File: config.mk
export PLATFORM = sky130hd
export DESIGN_NAME = dma_chan_engine
export DESIGN_NICKNAME = d
export VERILOG_FILES = /design/src/rtl/dmaeng_pkg.sv /design/src/rtl/dmaeng_ctl_dec.sv /design/src/rtl/dmaeng_agen.sv /design/src/rtl/dmaeng_lane.sv /design/src/rtl/dma_chan_engine.sv
export SDC_FILE = /design/constraint.sdc
export NUM_CORES = 1
export LEC_CHECK = 0
export ABC_CLOCK_PERIOD_IN_PS = 9500
export BUFFER_PORTS_ARGS = -buffer_cell sky130_fd_sc_hd__buf_2
export CAP_MARGIN = 20
export CORE_ASPECT_RATIO = 2
export CORE_MARGIN = 5
export CORE_UTILIZATION = 27
export CTS_BUF_LIST = sky130_fd_sc_hd__clkbuf_16
export CTS_CLUSTER_SIZE = 10
export DETAILED_ROUTE_END_ITERATION = 8
export GPL_TIMING_DRIVEN = 0
export HOLD_SLACK_MARGIN = 0.02
export SYNTH_ARGS = -nofsm -noshare
export SYNTH_HDL_FRONTEND = slang
export SYNTH_SLANG_ARGS = --single-unit
export TNS_END_PERCENT = 100
File: constraint.sdc
create_clock -name clk -period 9.5 [get_ports clk]
set_input_delay 2.85 -clock clk [delete_from_list [all_inputs] [get_ports clk]]
set_output_delay 2.85 -clock clk [all_outputs]
set_load 0.02 [all_outputs]
File: src/rtl/dmaeng_pkg.sv
package dmaeng_pkg;

    localparam int DATA_W = 32;
    localparam int BE_W   = DATA_W / 8;
    localparam int CNT_W  = 10;
    localparam int RP_W   = 4;

    localparam logic [2:0] CY_STOP  = 3'b000;
    localparam logic [2:0] CY_BASIC = 3'b001;
    localparam logic [2:0] CY_AUTO  = 3'b010;
    localparam logic [2:0] CY_PP    = 3'b011;

    // Control word; field order matches the bit layout (MSB first).
    typedef struct packed {
        logic [1:0]       dinc;
        logic [1:0]       dsz;
        logic [1:0]       sinc;
        logic [1:0]       ssz;
        logic [2:0]       dprot;
        logic [2:0]       sprot;
        logic [RP_W-1:0]  rpow;
        logic [CNT_W-1:0] nm1;
        logic             burst;
        logic [2:0]       cyc;
    } ctl_word_t;

    typedef enum logic [2:0] {
        ST_IDLE  = 3'd0,
        ST_RD    = 3'd1,
        ST_WR    = 3'd2,
        ST_PARK  = 3'd3,
        ST_FIN   = 3'd4,
        ST_FAULT = 3'd5
    } eng_st_e;

    function automatic logic mode_runs(input logic [2:0] c);
        return (c == CY_BASIC) || (c == CY_AUTO) || (c == CY_PP);
    endfunction

endpackage

File: src/rtl/dmaeng_ctl_dec.sv
module dmaeng_ctl_dec
    import dmaeng_pkg::*;
(
    input  logic [RP_W-1:0]  rpow_i,
    input  logic [2:0]       cyc_i,
    output logic             self_req_o,
    output logic             swap_o,
    output logic [CNT_W-1:0] span_m1_o
);
    // Items per arbitration group minus one: bits below R set; R >= CNT_W saturates.
    always_comb begin
        for (int b = 0; b < CNT_W; b++) begin
            span_m1_o[b] = (b < int'(rpow_i));
        end
    end

    assign self_req_o = (cyc_i == CY_AUTO);
    assign swap_o     = (cyc_i == CY_PP);

endmodule

File: src/rtl/dmaeng_agen.sv
module dmaeng_agen #(
    parameter int ADDR_W = 32,
    parameter int CNT_W  = 10
) (
    input  logic [ADDR_W-1:0] end_ptr_i,
    input  logic [CNT_W-1:0]  remain_i,
    input  logic [1:0]        inc_i,
    output logic [ADDR_W-1:0] addr_o
);
    logic [ADDR_W-1:0] back_off;

    always_comb begin
        back_off = ADDR_W'(remain_i) << inc_i;
        if (inc_i == 2'b11) begin
            addr_o = end_ptr_i;
        end else begin
            addr_o = end_ptr_i - back_off;
        end
    end

endmodule

File: src/rtl/dmaeng_lane.sv
module dmaeng_lane
    import dmaeng_pkg::*;
(
    input  logic [1:0]        rd_lo_i,
    input  logic [1:0]        rd_sz_i,
    input  logic [DATA_W-1:0] rdata_i,
    output logic [DATA_W-1:0] rd_item_o,
    output logic [BE_W-1:0]   rd_be_o,
    input  logic [1:0]        wr_lo_i,
    input  logic [1:0]        wr_sz_i,
    input  logic [DATA_W-1:0] item_i,
    output logic [DATA_W-1:0] wdata_o,
    output logic [BE_W-1:0]   wr_be_o
);
    function automatic logic [BE_W-1:0] strobe(input logic [1:0] lo, input logic [1:0] sz);
        case (sz)
            2'b00:   return BE_W'(1) << lo;
            2'b01:   return lo[1] ? 4'b1100 : 4'b0011;
            default: return '1;
        endcase
    endfunction

    always_comb begin
        case (rd_sz_i)
            2'b00:   rd_item_o = DATA_W'(rdata_i[{rd_lo_i, 3'b000} +: 8]);
            2'b01:   rd_item_o = DATA_W'(rdata_i[{rd_lo_i[1], 4'b0000} +: 16]);
            default: rd_item_o = rdata_i;
        endcase
        case (wr_sz_i)
            2'b00:   wdata_o = {BE_W{item_i[7:0]}};
            2'b01:   wdata_o = {(BE_W/2){item_i[15:0]}};
            default: wdata_o = item_i;
        endcase
        rd_be_o = strobe(rd_lo_i, rd_sz_i);
        wr_be_o = strobe(wr_lo_i, wr_sz_i);
    end

endmodule

File: src/rtl/dma_chan_engine.sv
module dma_chan_engine
    import dmaeng_pkg::*;
#(
    parameter int ADDR_W = 32
) (
    input  logic              clk,
    input  logic              rst_n,
    input  logic              chan_en_i,
    input  logic              req_i,
    input  logic              desc_valid_i,
    output logic              desc_ready_o,
    input  logic [ADDR_W-1:0] desc_src_end_i,
    input  logic [ADDR_W-1:0] desc_dst_end_i,
    input  logic [31:0]       desc_ctrl_i,
    output logic              alt_sel_o,
    output logic              mem_req_o,
    output logic              mem_we_o,
    output logic [ADDR_W-1:0] mem_addr_o,
    output logic [3:0]        mem_be_o,
    output logic [31:0]       mem_wdata_o,
    input  logic [31:0]       mem_rdata_i,
    input  logic              mem_ack_i,
    output logic              arb_point_o,
    output logic              done_o,
    output logic              err_o,
    output logic              wb_valid_o,
    output logic [31:0]       wb_ctrl_o,
    output logic              wb_alt_o
);
    localparam int SIDES = 2;

    typedef struct packed {
        eng_st_e           st;
        ctl_word_t         ctl;
        logic [ADDR_W-1:0] s_end;
        logic [ADDR_W-1:0] d_end;
        logic [CNT_W-1:0]  rem;
        logic [CNT_W-1:0]  beat;
        logic [DATA_W-1:0] item;
        logic              alt;
    } eng_reg_t;

    eng_reg_t r_q, r_d;

    logic             self_req, swap;
    logic [CNT_W-1:0] span_m1;
    ctl_word_t        in_ctl;
    ctl_word_t        wb_word;

    logic [ADDR_W-1:0] side_end  [SIDES];
    logic [1:0]        side_inc  [SIDES];
    logic [ADDR_W-1:0] side_addr [SIDES];

    logic [DATA_W-1:0] rd_item, wr_data;
    logic [BE_W-1:0]   rd_be, wr_be;

    assign in_ctl = ctl_word_t'(desc_ctrl_i);

    dmaeng_ctl_dec u_dec (
        .rpow_i     (r_q.ctl.rpow),
        .cyc_i      (r_q.ctl.cyc),
        .self_req_o (self_req),
        .swap_o     (swap),
        .span_m1_o  (span_m1)
    );

    assign side_end[0] = r_q.s_end;
    assign side_end[1] = r_q.d_end;
    assign side_inc[0] = r_q.ctl.sinc;
    assign side_inc[1] = r_q.ctl.dinc;

    for (genvar g = 0; g < SIDES; g++) begin : g_agen
        dmaeng_agen #(
            .ADDR_W (ADDR_W),
            .CNT_W  (CNT_W)
        ) u_agen (
            .end_ptr_i (side_end[g]),
            .remain_i  (r_q.rem),
            .inc_i     (side_inc[g]),
            .addr_o    (side_addr[g])
        );
    end

    dmaeng_lane u_lane (
        .rd_lo_i   (side_addr[0][1:0]),
        .rd_sz_i   (r_q.ctl.ssz),
        .rdata_i   (mem_rdata_i),
        .rd_item_o (rd_item),
        .rd_be_o   (rd_be),
        .wr_lo_i   (side_addr[1][1:0]),
        .wr_sz_i   (r_q.ctl.dsz),
        .item_i    (r_q.item),
        .wdata_o   (wr_data),
        .wr_be_o   (wr_be)
    );

    // Next-state computation
    always_comb begin
        r_d = r_q;
        unique case (r_q.st)
            ST_IDLE: begin
                if (chan_en_i && req_i && desc_valid_i) begin
                    r_d.ctl   = in_ctl;
                    r_d.s_end = desc_src_end_i;
                    r_d.d_end = desc_dst_end_i;
                    r_d.rem   = in_ctl.nm1;
                    r_d.beat  = '0;
                    r_d.st    = mode_runs(in_ctl.cyc) ? ST_RD : ST_FAULT;
                end
            end
            ST_RD: begin
                if (mem_ack_i) begin
                    r_d.item = rd_item;
                    r_d.st   = ST_WR;
                end
            end
            ST_WR: begin
                if (mem_ack_i) begin
                    if (r_q.rem == '0) begin
                        r_d.st = ST_FIN;
                    end else begin
                        r_d.rem = r_q.rem - 1'b1;
                        if (r_q.beat == span_m1) begin
                            r_d.beat = '0;
                            r_d.st   = ST_PARK;
                        end else begin
                            r_d.beat = r_q.beat + 1'b1;
                            r_d.st   = ST_RD;
                        end
                    end
                end
            end
            ST_PARK: begin
                if (self_req || req_i) begin
                    r_d.st = ST_RD;
                end
            end
            ST_FIN: begin
                if (swap) begin
                    r_d.alt = ~r_q.alt;
                end
                r_d.st = ST_IDLE;
            end
            ST_FAULT: begin
                r_d.st = ST_IDLE;
            end
            default: r_d.st = ST_IDLE;
        endcase
    end

    always_ff @(posedge clk or negedge rst_n) begin
        if (!rst_n) begin
            r_q <= '0;
        end else begin
            r_q <= r_d;
        end
    end

    // Outputs
    always_comb begin
        wb_word     = r_q.ctl;
        wb_word.nm1 = '0;
        wb_word.cyc = CY_STOP;
    end

    assign desc_ready_o = (r_q.st == ST_IDLE) && chan_en_i && req_i && desc_valid_i;
    assign mem_req_o    = (r_q.st == ST_RD) || (r_q.st == ST_WR);
    assign mem_we_o     = (r_q.st == ST_WR);
    assign mem_addr_o   = (r_q.st == ST_WR) ? side_addr[1] : side_addr[0];
    assign mem_be_o     = (r_q.st == ST_WR) ? wr_be : rd_be;
    assign mem_wdata_o  = wr_data;
    assign arb_point_o  = (r_q.st == ST_PARK);
    assign done_o       = (r_q.st == ST_FIN);
    assign wb_valid_o   = (r_q.st == ST_FIN);
    assign wb_ctrl_o    = wb_word;
    assign wb_alt_o     = r_q.alt;
    assign alt_sel_o    = r_q.alt;
    assign err_o        = (r_q.st == ST_FAULT);

endmodule

==> results of run 1 <==
flip-flops by register name (all words and copies together) (netlist names):
signal and flops:
r_q 122, wb_ctrl_o 19, alt_sel_o 1
per-layer routing:
metal	routed length, µm	up-vias
met1	14360	4978
li1	-	5004
met5	0	-
met2	23160	366
met3	1656	97
met4	2210	0
kinds of logic (layout without fill, tap and decap cells):
| group | Yosys count | in the layout | share of synthesized area, % |
|---|---|---|---|
| xor gates and xnor gates | 59 | 59 | 5.044 |
| other | 1 | 13 | 0.03660 |
| muxes | 65 | 65 | 6.717 |
| DFF | 142 | 142 | 34.68 |
| buffers and inverters | 146 | 409 | 7.023 |
| adders and majority gates | 34 | 34 | 4.299 |
| AOI/OAI and AO/OA | 276 | 276 | 16.67 |
| and+or+nand+nor | 585 | 585 | 25.53 |
power breakdown:
group	switching, mW	internal [mW]	total, mW
Sequential	0.323	0.867	1.19
Combinational	2.54	1.46	4.01
Clock	0.312	0.396	0.707
Total	3.18	2.73	5.90
how the worst max path moves through the flow:
| stage | endpoint | cells after the start |
|---|---|---|
| after floorplan | desc_ready_o | 5 |
| after global placement | desc_ready_o | 7 |
| after detailed placement | desc_ready_o | 7 |
| after CTS | desc_ready_o | 7 |
| after global routing | desc_ready_o | 7 |
| final | desc_ready_o | 7 |
layout by cell type, fill, tap and decap left out, types with 6 or more instances in the layout:
master	n
nand2_1	369
buf_2	236
dfrtp_1	142
o21ai_0	103
clkbuf_1	61
nor2_1	61
a21oi_1	58
xnor2_1	45
buf_4	43
mux2i_1	35
nor3_1	33
ha_1	32
mux2_2	30
inv_1	27
nor4_1	21
nand3_1	19
clkbuf_16	17
a22oi_1	16
xor2_1	14
nand2b_1	13
a211oi_1	13
conb_1	13
or3_1	11
nor2b_1	10
a31oi_1	10
a21o_1	10
o211ai_1	8
o21a_1	8
a32oi_1	8
a222oi_1	8
and3_1	7
or4_1	7
inv_6	6
final cells by class:
| class | instances | area share [%] |
|---|---|---|
| Multi-Input combinational cell | 1032 | 47.55 |
| Sequential cell | 142 | 28.08 |
| Timing Repair Buffer | 231 | 9.363 |
| Buffer | 117 | 4.825 |
| Tap cell | 463 | 4.578 |
| Clock buffer | 17 | 3.362 |
| Clock inverter | 15 | 1.384 |
| Inverter | 29 | 0.8602 |
worst max-delay path: stages:
cell and delay [ns]:
buf_2 0.10, nand3_1 0.18, or4_1 0.45, clkbuf_1 0.25
inv_2 0.20, clkbuf_1 0.57, buf_2 0.29
==> flow_metrics.env, run 1 <==
export IMPL_postCtsHoldBufs=0
export IMPL_hold_viol=0
export IMPL_drtAntennaViolNets=0
export IMPL_critPathLaunchType="input port"
export IMPL_grt_max_degree=74
export IMPL_num_vias=10450
export IMPL_end_kind="primary output"
export IMPL_h_tree_depth=4
export IMPL_synthTopCellsByArea="dfrtp_1, nand2_1, o21ai_0"
export IMPL_synth_commonest_cells="nand2_1, dfrtp_1, o21ai_0"
export IMPL_placed_cells=2013
export IMPL_core_um2=37790
export IMPL_io_buffer_count=229
export IMPL_multi_input_area_um2=6017
export IMPL_leakage_nw=6.063
export IMPL_rsz0062_at_grt="false"
export IMPL_yosysSeqAreaShare_pct=34.68
export IMPL_grt_pass1_vias=10980
export IMPL_fin_setup_tns_ns=0
export IMPL_wire_per_inst_um=20.22
export IMPL_seq_area_um2=3553
export IMPL_syn_area_um2=10240
export IMPL_max_freq_ghz=0.1291
export IMPL_yosysMostFrequentCell="nand2_1"
export IMPL_cellPowerDensity_nw_per_um2=466.5
export IMPL_holdWs_ns=0.4768
export IMPL_r2r_cells=11
export IMPL_top_usage_layer="met2"
export IMPL_cts_tree="built"
export IMPL_power_mw=5.903
export IMPL_dr_pass1_iters=7
export IMPL_use_met3_pct=2.710
export IMPL_hp_start="wb_ctrl_o[23]"
export IMPL_insertion_delay_ns=0.45
export IMPL_drive_above_1_share_pct=22.93
export IMPL_pin_count=243
export IMPL_finalInstanceArea_um2=12650
export IMPL_die_x_um=147.7
export IMPL_maxSlewViolCount=0
export IMPL_r2r_slack_ns=5.36
export IMPL_reg2reg_from="wb_ctrl_o[27]"
export IMPL_cts_buffers=17
export IMPL_synth_distinct_cells=69
export IMPL_grt_pass1_wl_mm=62.32
export IMPL_placed_area_um2=12050
export IMPL_max_cap_violations=0
export IMPL_reg2reg_to="r_q[1]"
export IMPL_clkTransAtPathRegs_ns=0.07
export IMPL_initial_core_util_pct=27.11
export IMPL_drt_initial_drc_count=719
export IMPL_worst_pin_slew_ns=1.053
export IMPL_post_cts_buffers=0
export IMPL_area_growth_pct=23.52
export IMPL_netlist_area_leader_share_pct=34.68
export IMPL_synth_largest_area_cell="dfrtp_1"
export IMPL_syn_avg_cell_area_um2=7.832
export IMPL_cts_root_buf="clkbuf_16"
export IMPL_vdd_ir_drop_worst_mv=0.2598
export IMPL_critPathKind="in2out"
export IMPL_final_nets=1738
export IMPL_synthCells=1308
export IMPL_slew_headroom_pct=29.37
export IMPL_ys_ff_latch=142
export IMPL_clock_tree_buffer_depth=2
export IMPL_synth_edf_count=0
export IMPL_drt_total_wl_mm=41.38
export IMPL_via_per_inst=5.105
export IMPL_skew_ns=0.01231
export IMPL_crit_path_start="req_i"
export IMPL_grtUsageTotal_pct=19.30
export IMPL_grt_ovfl_total=0
export IMPL_cts_sink_count=142
export IMPL_hpwl_mm=33.32
export IMPL_met2_usage_pct=37.98
export IMPL_worstPathRequired_ns=6.65
export IMPL_min_to="wb_ctrl_o[23]"
export IMPL_antenna_found_initial=0
export IMPL_setup_violations=0
export IMPL_hold_path_depth=2
export IMPL_num_rows=101
export IMPL_fin_crit_ns=7.745
export IMPL_gp_congestion=0.8985
export IMPL_diodes=0
export IMPL_post_cts_resize_count=0
export IMPL_worstHoldPathType="reg2reg"
export IMPL_synth_warnings=0
export IMPL_ys_flop_type="dfrtp_1"
export IMPL_final_cells=2046
export IMPL_grt_util_met1_pct=18.71
export IMPL_setup_slack_ns=1.755
export IMPL_dp_slack_ns=1.662
export IMPL_async_flop_share_pct=100.0
export IMPL_final_util_pct=33.49
export IMPL_nFillCells=4010
export IMPL_fin_crit_sh_pct=81.52
export IMPL_die_area_um2=42180
export IMPL_drcViolationCount=0
export IMPL_worstPathArrival_ns=4.89
export IMPL_die_h_um=285.5
export IMPL_outcome="finished clean"
export IMPL_critPathMaxFanout=10
Power figures use the tool's default switching activity.
==> inputs of run 2 (changes only) <==
- ABC_AREA: default -> 1
- ABC_CLOCK_PERIOD_IN_PS: 9500 -> 7390
- clock period: 9.5 -> 7.39 ns (I/O delays scaled with it)
==> flow_metrics.env, run 2 <==
export IMPL_core_um2=41910
export IMPL_grt_ovfl_total=0
export IMPL_synth_warnings=0
export IMPL_crit_path_max_incr_delay_ns=0.62
export IMPL_outcome="finished clean"
export IMPL_cellPowerDensity_nw_per_um2=594.9
export IMPL_postCtsHoldBufs=0
export IMPL_critPathMaxFanout=10
export IMPL_worstPathRequired_ns=5.17
export IMPL_insertion_delay_ns=0.46
export IMPL_max_cap_violations=0
export IMPL_worstHoldPathType="reg2reg"
export IMPL_grt_pass1_vias=12960
export IMPL_post_cts_buffers=0
export IMPL_io_buffer_count=229
export IMPL_ys_ff_latch=142
export IMPL_cpLargestDelayFamily="compound AO/OA/AOI/OAI gates"
export IMPL_p_seq_share_pct=17.9
export IMPL_synth_largest_area_cell="dfrtp_1"
export IMPL_synthTopCellsByArea="dfrtp_1, nand2_1, inv_1"
export IMPL_setup_slack_ns=1.014
export IMPL_die_x_um=155.6
export IMPL_gp_congestion=0.9583
export IMPL_worstPathArrival_ns=4.16
export IMPL_end_kind="primary output"
export IMPL_synth_distinct_cells=47
export IMPL_wire_per_inst_um=19.42
export IMPL_rsz0062_at_grt="false"
export IMPL_synth_edf_count=0
export IMPL_critPathLaunchType="register"
export IMPL_num_rows=106
export IMPL_cts_sink_count=142
export IMPL_post_cts_resize_count=0
export IMPL_syn_area_um2=11450
export IMPL_clock_tree_buffer_depth=2
export IMPL_pin_count=243
export IMPL_clkTransAtPathRegs_ns=0.08
export IMPL_seq_area_um2=3553
export IMPL_maxSlewViolCount=0
export IMPL_fin_crit_sh_pct=86.28
export IMPL_area_growth_pct=21.65
export IMPL_setup_violations=0
export IMPL_fin_setup_tns_ns=0
export IMPL_h_tree_depth=4
export IMPL_multi_input_area_um2=6359
export IMPL_grt_max_degree=81
export IMPL_internal_power_mw=3.358
export IMPL_dp_slack_ns=1.566
export IMPL_drt_total_wl_mm=51.11
export IMPL_cts_buffers=17
export IMPL_worst_pin_slew_ns=0.8747
export IMPL_via_per_inst=4.902
export IMPL_initial_core_util_pct=27.31
export IMPL_largest_register_ffs=122
export IMPL_p_clk_share_pct=10.7
export IMPL_switching_share_pct=59.46
export IMPL_drive_above_1_share_pct=17.37
export IMPL_netlist_area_leader_share_pct=31.05
export IMPL_num_vias=12900
export IMPL_yosysMostFrequentCell="nand2_1"
export IMPL_path_buf_inv=4
export IMPL_slew_headroom_pct=41.68
export IMPL_worst_path_max_delay_cell="o21ai_0"
export IMPL_grtUsageTotal_pct=21.48
export IMPL_max_freq_ghz=0.1568
export IMPL_path_cells="clkbuf_1, clkbuf_1, o21ai_0, o21ai_0, ha_1, nand2_1, inv_1, nand2_1, nand2_1, xor2_1, o21ai_0, o21ai_0, buf_2"
export IMPL_hold_viol=0
export IMPL_layout_common_cells="nand2_1, buf_2, inv_1, o21ai_0, nand3_1"
export IMPL_fin_crit_ns=6.376
export IMPL_async_flop_share_pct=100.0
export IMPL_drt_initial_drc_count=686
export IMPL_hpwl_mm=41.97
export IMPL_antenna_found_initial=5
export IMPL_ys_flop_type="dfrtp_1"
export IMPL_syn_avg_cell_area_um2=6.303
export IMPL_vdd_ir_drop_worst_mv=0.4302
export IMPL_nFillCells=4759
export IMPL_cts_tree="built"
export IMPL_skew_ns=0.01016
export IMPL_final_nets=2245
export IMPL_cts_root_buf="clkbuf_16"
export IMPL_yosysSeqAreaShare_pct=31.05
export IMPL_regMostFlops="r_q"
export IMPL_synth_commonest_cells="nand2_1, inv_1, o21ai_0"
export IMPL_grt_pass1_wl_mm=76.08
export IMPL_die_h_um=301.2
export IMPL_synthCells=1816
export IMPL_leakage_nw=7.274
export IMPL_final_common_cell="nand2_1"
export IMPL_drcViolationCount=0
export IMPL_critPathKind="reg2out"
export IMPL_power_switching_mw=4.926
export IMPL_drtAntennaViolNets=0
export IMPL_die_area_um2=46860
export IMPL_crit_top_cell="o21ai_0"
export IMPL_power_frac_comb_pct=71.4
export IMPL_dr_pass1_iters=5
-- run 2: cell count changes after synthesis, moves of 21 or more --
| cell | before | now |
|---|---|---|
| a21oi_1 | 58 | 34 |
| clkbuf_1 | 61 | 29 |
| inv_1 | 27 | 236 |
| mux2_2 | 30 | 0 |
| mux2i_1 | 35 | 4 |
| nand2_1 | 369 | 620 |
| nand3_1 | 19 | 146 |
| nand4_1 | 2 | 49 |
| nor2_1 | 61 | 120 |
| o21ai_0 | 103 | 170 |
| o21ai_1 | 1 | 22 |
| xnor2_1 | 45 | 4 |
-- run 2: layer usage --
layer	vias up	GRT usage, %	routed length (µm)
met5	-	0	13
met4	2	14.12	3604
met3	128	2.915	2512
met2	496	40.32	27210
met1	5980	21.67	17770
li1	6297	-	-
-- run 2: worst paths after layout --
kind	cells after the start	slack [ns]	end	startpoint
setup / recovery	13	1.01	mem_addr_o[5]	wb_ctrl_o[30]
max in group asynchronous	2	4.83	r_q[99]	rst_n
hold / removal	2	0.47	wb_ctrl_o[23]	wb_ctrl_o[23]
min in group asynchronous	1	1.67	r_q[5]	rst_n
hold reg to reg	2	0.47	wb_ctrl_o[23]	wb_ctrl_o[23]
setup reg to reg	17	4.15	r_q[8]	wb_ctrl_o[26]
-- run 2: power groups by stage --
stage	registers (mW)	logic, mW	clock network, mW
floorplan	1.34	3.97	0
global placement	1.48	5.87	0
detailed placement	1.49	5.91	0
CTS	1.48	5.94	0.903
global route	1.52	6.55	0.926
finish	1.48	5.92	0.884
-- run 2: logic make-up after synthesis --
logic type | count (synthesis) | share of synthesized area, %
XOR/XNOR | 26 | 1.989
other | 1 | 0.03276
AO/OA/AOI/OAI | 265 | 12.52
buffers and inverters | 355 | 13.80
multiplexers | 4 | 0.3498
flip-flops | 142 | 31.05
adder cells (fa/ha/maj) | 34 | 3.848
AND/OR/NAND/NOR | 989 | 36.42
-- run 2: per-stage QoR --
step	utilization (%)	hold slack, ns	power (mW)	std cells	instance area [µm²]
floorplan	-	0.4431	5.311	1828	11490
global placement	31.77	0.4568	7.355	2597	13310
detailed placement	31.85	0.4593	7.402	2598	13350
CTS	33.21	0.4766	8.325	2630	13920
global route	33.22	0.5018	8.990	2631	13920
finish	33.22	0.4742	8.284	2632	13920
-- run 2: final cells by class --
class / count / area share, %
well taps: 540 / 4.852
clock inverters: 15 / 1.033
clock buffers: 17 / 3.055
plain buffers: 107 / 4.637
multi-input cells: 1331 / 45.66
flip-flops and latches: 142 / 25.52
inverters: 248 / 6.703
repair buffers: 230 / 8.500
diodes: 2 / 0.03594
-- run 2: worst reg2reg max path: cells and delay by family (launching register included) --
family,cells,cell delay (ns)
flops,1,0.44
fa+ha+maj,2,0.68
compound gates,2,0.29
buf+inv,6,1.18
simple gates,7,0.55
==> inputs of run 3 (changes only) <==
- CORE_UTILIZATION: 27 -> 45
- CTS_BUF_LIST: sky130_fd_sc_hd__clkbuf_16 -> sky130_fd_sc_hd__clkbuf_8
- PLACE_DENSITY: default -> 0.68
==> flow_metrics.env, run 3 (synthesis gave the netlist of run 2 again) <==
export IMPL_fin_crit_ns=6.324
export IMPL_area_growth_pct=17.92
export IMPL_worstPathArrival_ns=4.11
export IMPL_initial_core_util_pct=45.54
export IMPL_h_tree_depth=4
export IMPL_grt_max_degree=73
export IMPL_layout_common_cells="nand2_1, buf_2, inv_1, o21ai_0, nand3_1"
export IMPL_io_buffer_count=229
export IMPL_die_h_um=235.5
export IMPL_hold_path_depth=2
export IMPL_gp_congestion=0.9926
export IMPL_worst_path_max_delay_cell="a21oi_1"
export IMPL_r2r_cells=17
export IMPL_insertion_delay_ns=0.51
export IMPL_num_vias=12950
export IMPL_outcome="finished clean"
export IMPL_regMostFlops="r_q"
export IMPL_placed_cells=2394
export IMPL_skew_ns=0.01417
export IMPL_maxSlewViolCount=0
export IMPL_drt_initial_drc_count=851
export IMPL_crit_path_max_incr_delay_ns=0.43
export IMPL_rsz0062_at_grt="false"
export IMPL_clkTransAtPathRegs_ns=0.09
export IMPL_die_x_um=122.8
export IMPL_critPathLaunchType="register"
export IMPL_drive_above_1_share_pct=17.37
export IMPL_post_cts_buffers=0
export IMPL_die_area_um2=28920
export IMPL_worst_pin_slew_ns=0.8415
export IMPL_grt_pass1_wl_mm=68.14
export IMPL_crit_top_cell="nand2_1"
export IMPL_antenna_found_initial=3
export IMPL_hpwl_mm=36.72
export IMPL_seq_area_um2=3553
export IMPL_postCtsHoldBufs=0
export IMPL_largest_register_ffs=122
export IMPL_cts_buffers=17
export IMPL_critPathMaxFanout=10
export IMPL_post_cts_resize_count=0
export IMPL_setup_slack_ns=1.066
export IMPL_end_kind="primary output"
export IMPL_diodes=0
export IMPL_max_cap_violations=0
export IMPL_fin_setup_tns_ns=0
export IMPL_final_cells=2426
export IMPL_clock_tree_buffer_depth=2
export IMPL_cts_root_buf="clkbuf_8"
export IMPL_cts_sink_count=142
export IMPL_worstPathRequired_ns=5.17
export IMPL_hold_viol=0
export IMPL_path_cells="clkbuf_1, nand2_2, inv_2, buf_4, buf_4, nand2_1, ha_1, a21oi_1, inv_1, a21oi_1, nand2_1, a21oi_1, nand2_1, nand2_1, nand3_1, nand2_1, buf_2"
export IMPL_dp_slack_ns=1.627
export IMPL_reg2reg_from="wb_ctrl_o[26]"
export IMPL_critPathKind="reg2out"
export IMPL_worstHoldPathType="reg2reg"
export IMPL_slew_headroom_pct=43.59
export IMPL_holdWs_ns=0.4816
export IMPL_crit_path_start="wb_ctrl_o[31]"
export IMPL_dr_pass1_iters=5
export IMPL_hp_start="wb_ctrl_o[20]"
export IMPL_via_per_inst=5.338
export IMPL_cts_tree="built"
export IMPL_setup_violations=0
export IMPL_multi_input_area_um2=6359
export IMPL_pin_count=243
export IMPL_num_rows=82
export IMPL_grt_pass1_vias=12850
export IMPL_max_freq_ghz=0.1581
export IMPL_final_common_cell="nand2_1"
export IMPL_drtAntennaViolNets=0
export IMPL_wire_per_inst_um=18.61
export IMPL_fin_crit_sh_pct=85.57
export IMPL_drt_total_wl_mm=45.15
export IMPL_drcViolationCount=0
export IMPL_nFillCells=2719
export IMPL_final_nets=2245
export IMPL_grtUsageTotal_pct=31.05
export IMPL_grt_ovfl_total=0
export IMPL_core_um2=25140
==> run 3: cell count changes in the layout (fill, tap and decap cells not counted), moves of 2 or more <==
cell	delta
bufinv_16	+2
clkbuf_16	-17
clkbuf_8	+18
clkinv_4	+4
diode_2	-2
inv_6	-5
inv_8	-3
==> run 3: cell type report <==
class,count,area share [%]
clock buffer,18,1.836
multi-input combinational,1331,47.11
timing repair buffer,230,8.742
sequential,142,26.33
buffer,107,4.784
tap,336,3.115
inverter,248,6.916
clock inverter,14,1.168
==> run 3: final timing paths <==
check	endpoint	slack, ns
worst max register to register	r_q[8]	4.23
max in group asynchronous	r_q[108]	4.88
worst min-delay path	wb_ctrl_o[20]	0.48
worst max-delay path	mem_addr_o[13]	1.07
worst min register to register	wb_ctrl_o[20]	0.48
min in group asynchronous	r_q[32]	1.67
==> run 3: stage by stage <==
stage / utilization, % / cell area, µm²
3_3_place_gp: 51.95 / 13060
3_5_place_dp: 52.08 / 13090
6_report: 53.69 / 13500
5_1_grt: 53.69 / 13500
2_1_floorplan: - / 11490
4_1_cts: 53.69 / 13500
==> run 3: critical path: cells and delay by family (launching register included) <==
family | cells | cell delay [ns]
AOI/OAI and AO/OA | 3 | 0.92
adders and majority gates | 1 | 0.39
buffers and inverters | 6 | 1.11
DFF | 1 | 0.36
and+or+nand+nor | 7 | 0.81
==> run 3: per-layer routing <==
| metal | vias up | global-route usage [%] | part of all wire [%] |
|---|---|---|---|
| li1 | 6293 | - | - |
| met1 | 5924 | 30.37 | 34 |
| met2 | 543 | 55.34 | 51 |
| met3 | 183 | 5.218 | 5.8 |
| met4 | 6 | 25.29 | 9.0 |
| met5 | - | 0 | 0.073 |
Power of run 3 is not shown: default switching activity piles up to over one toggle a cycle in this logic, so the estimate is an artifact.
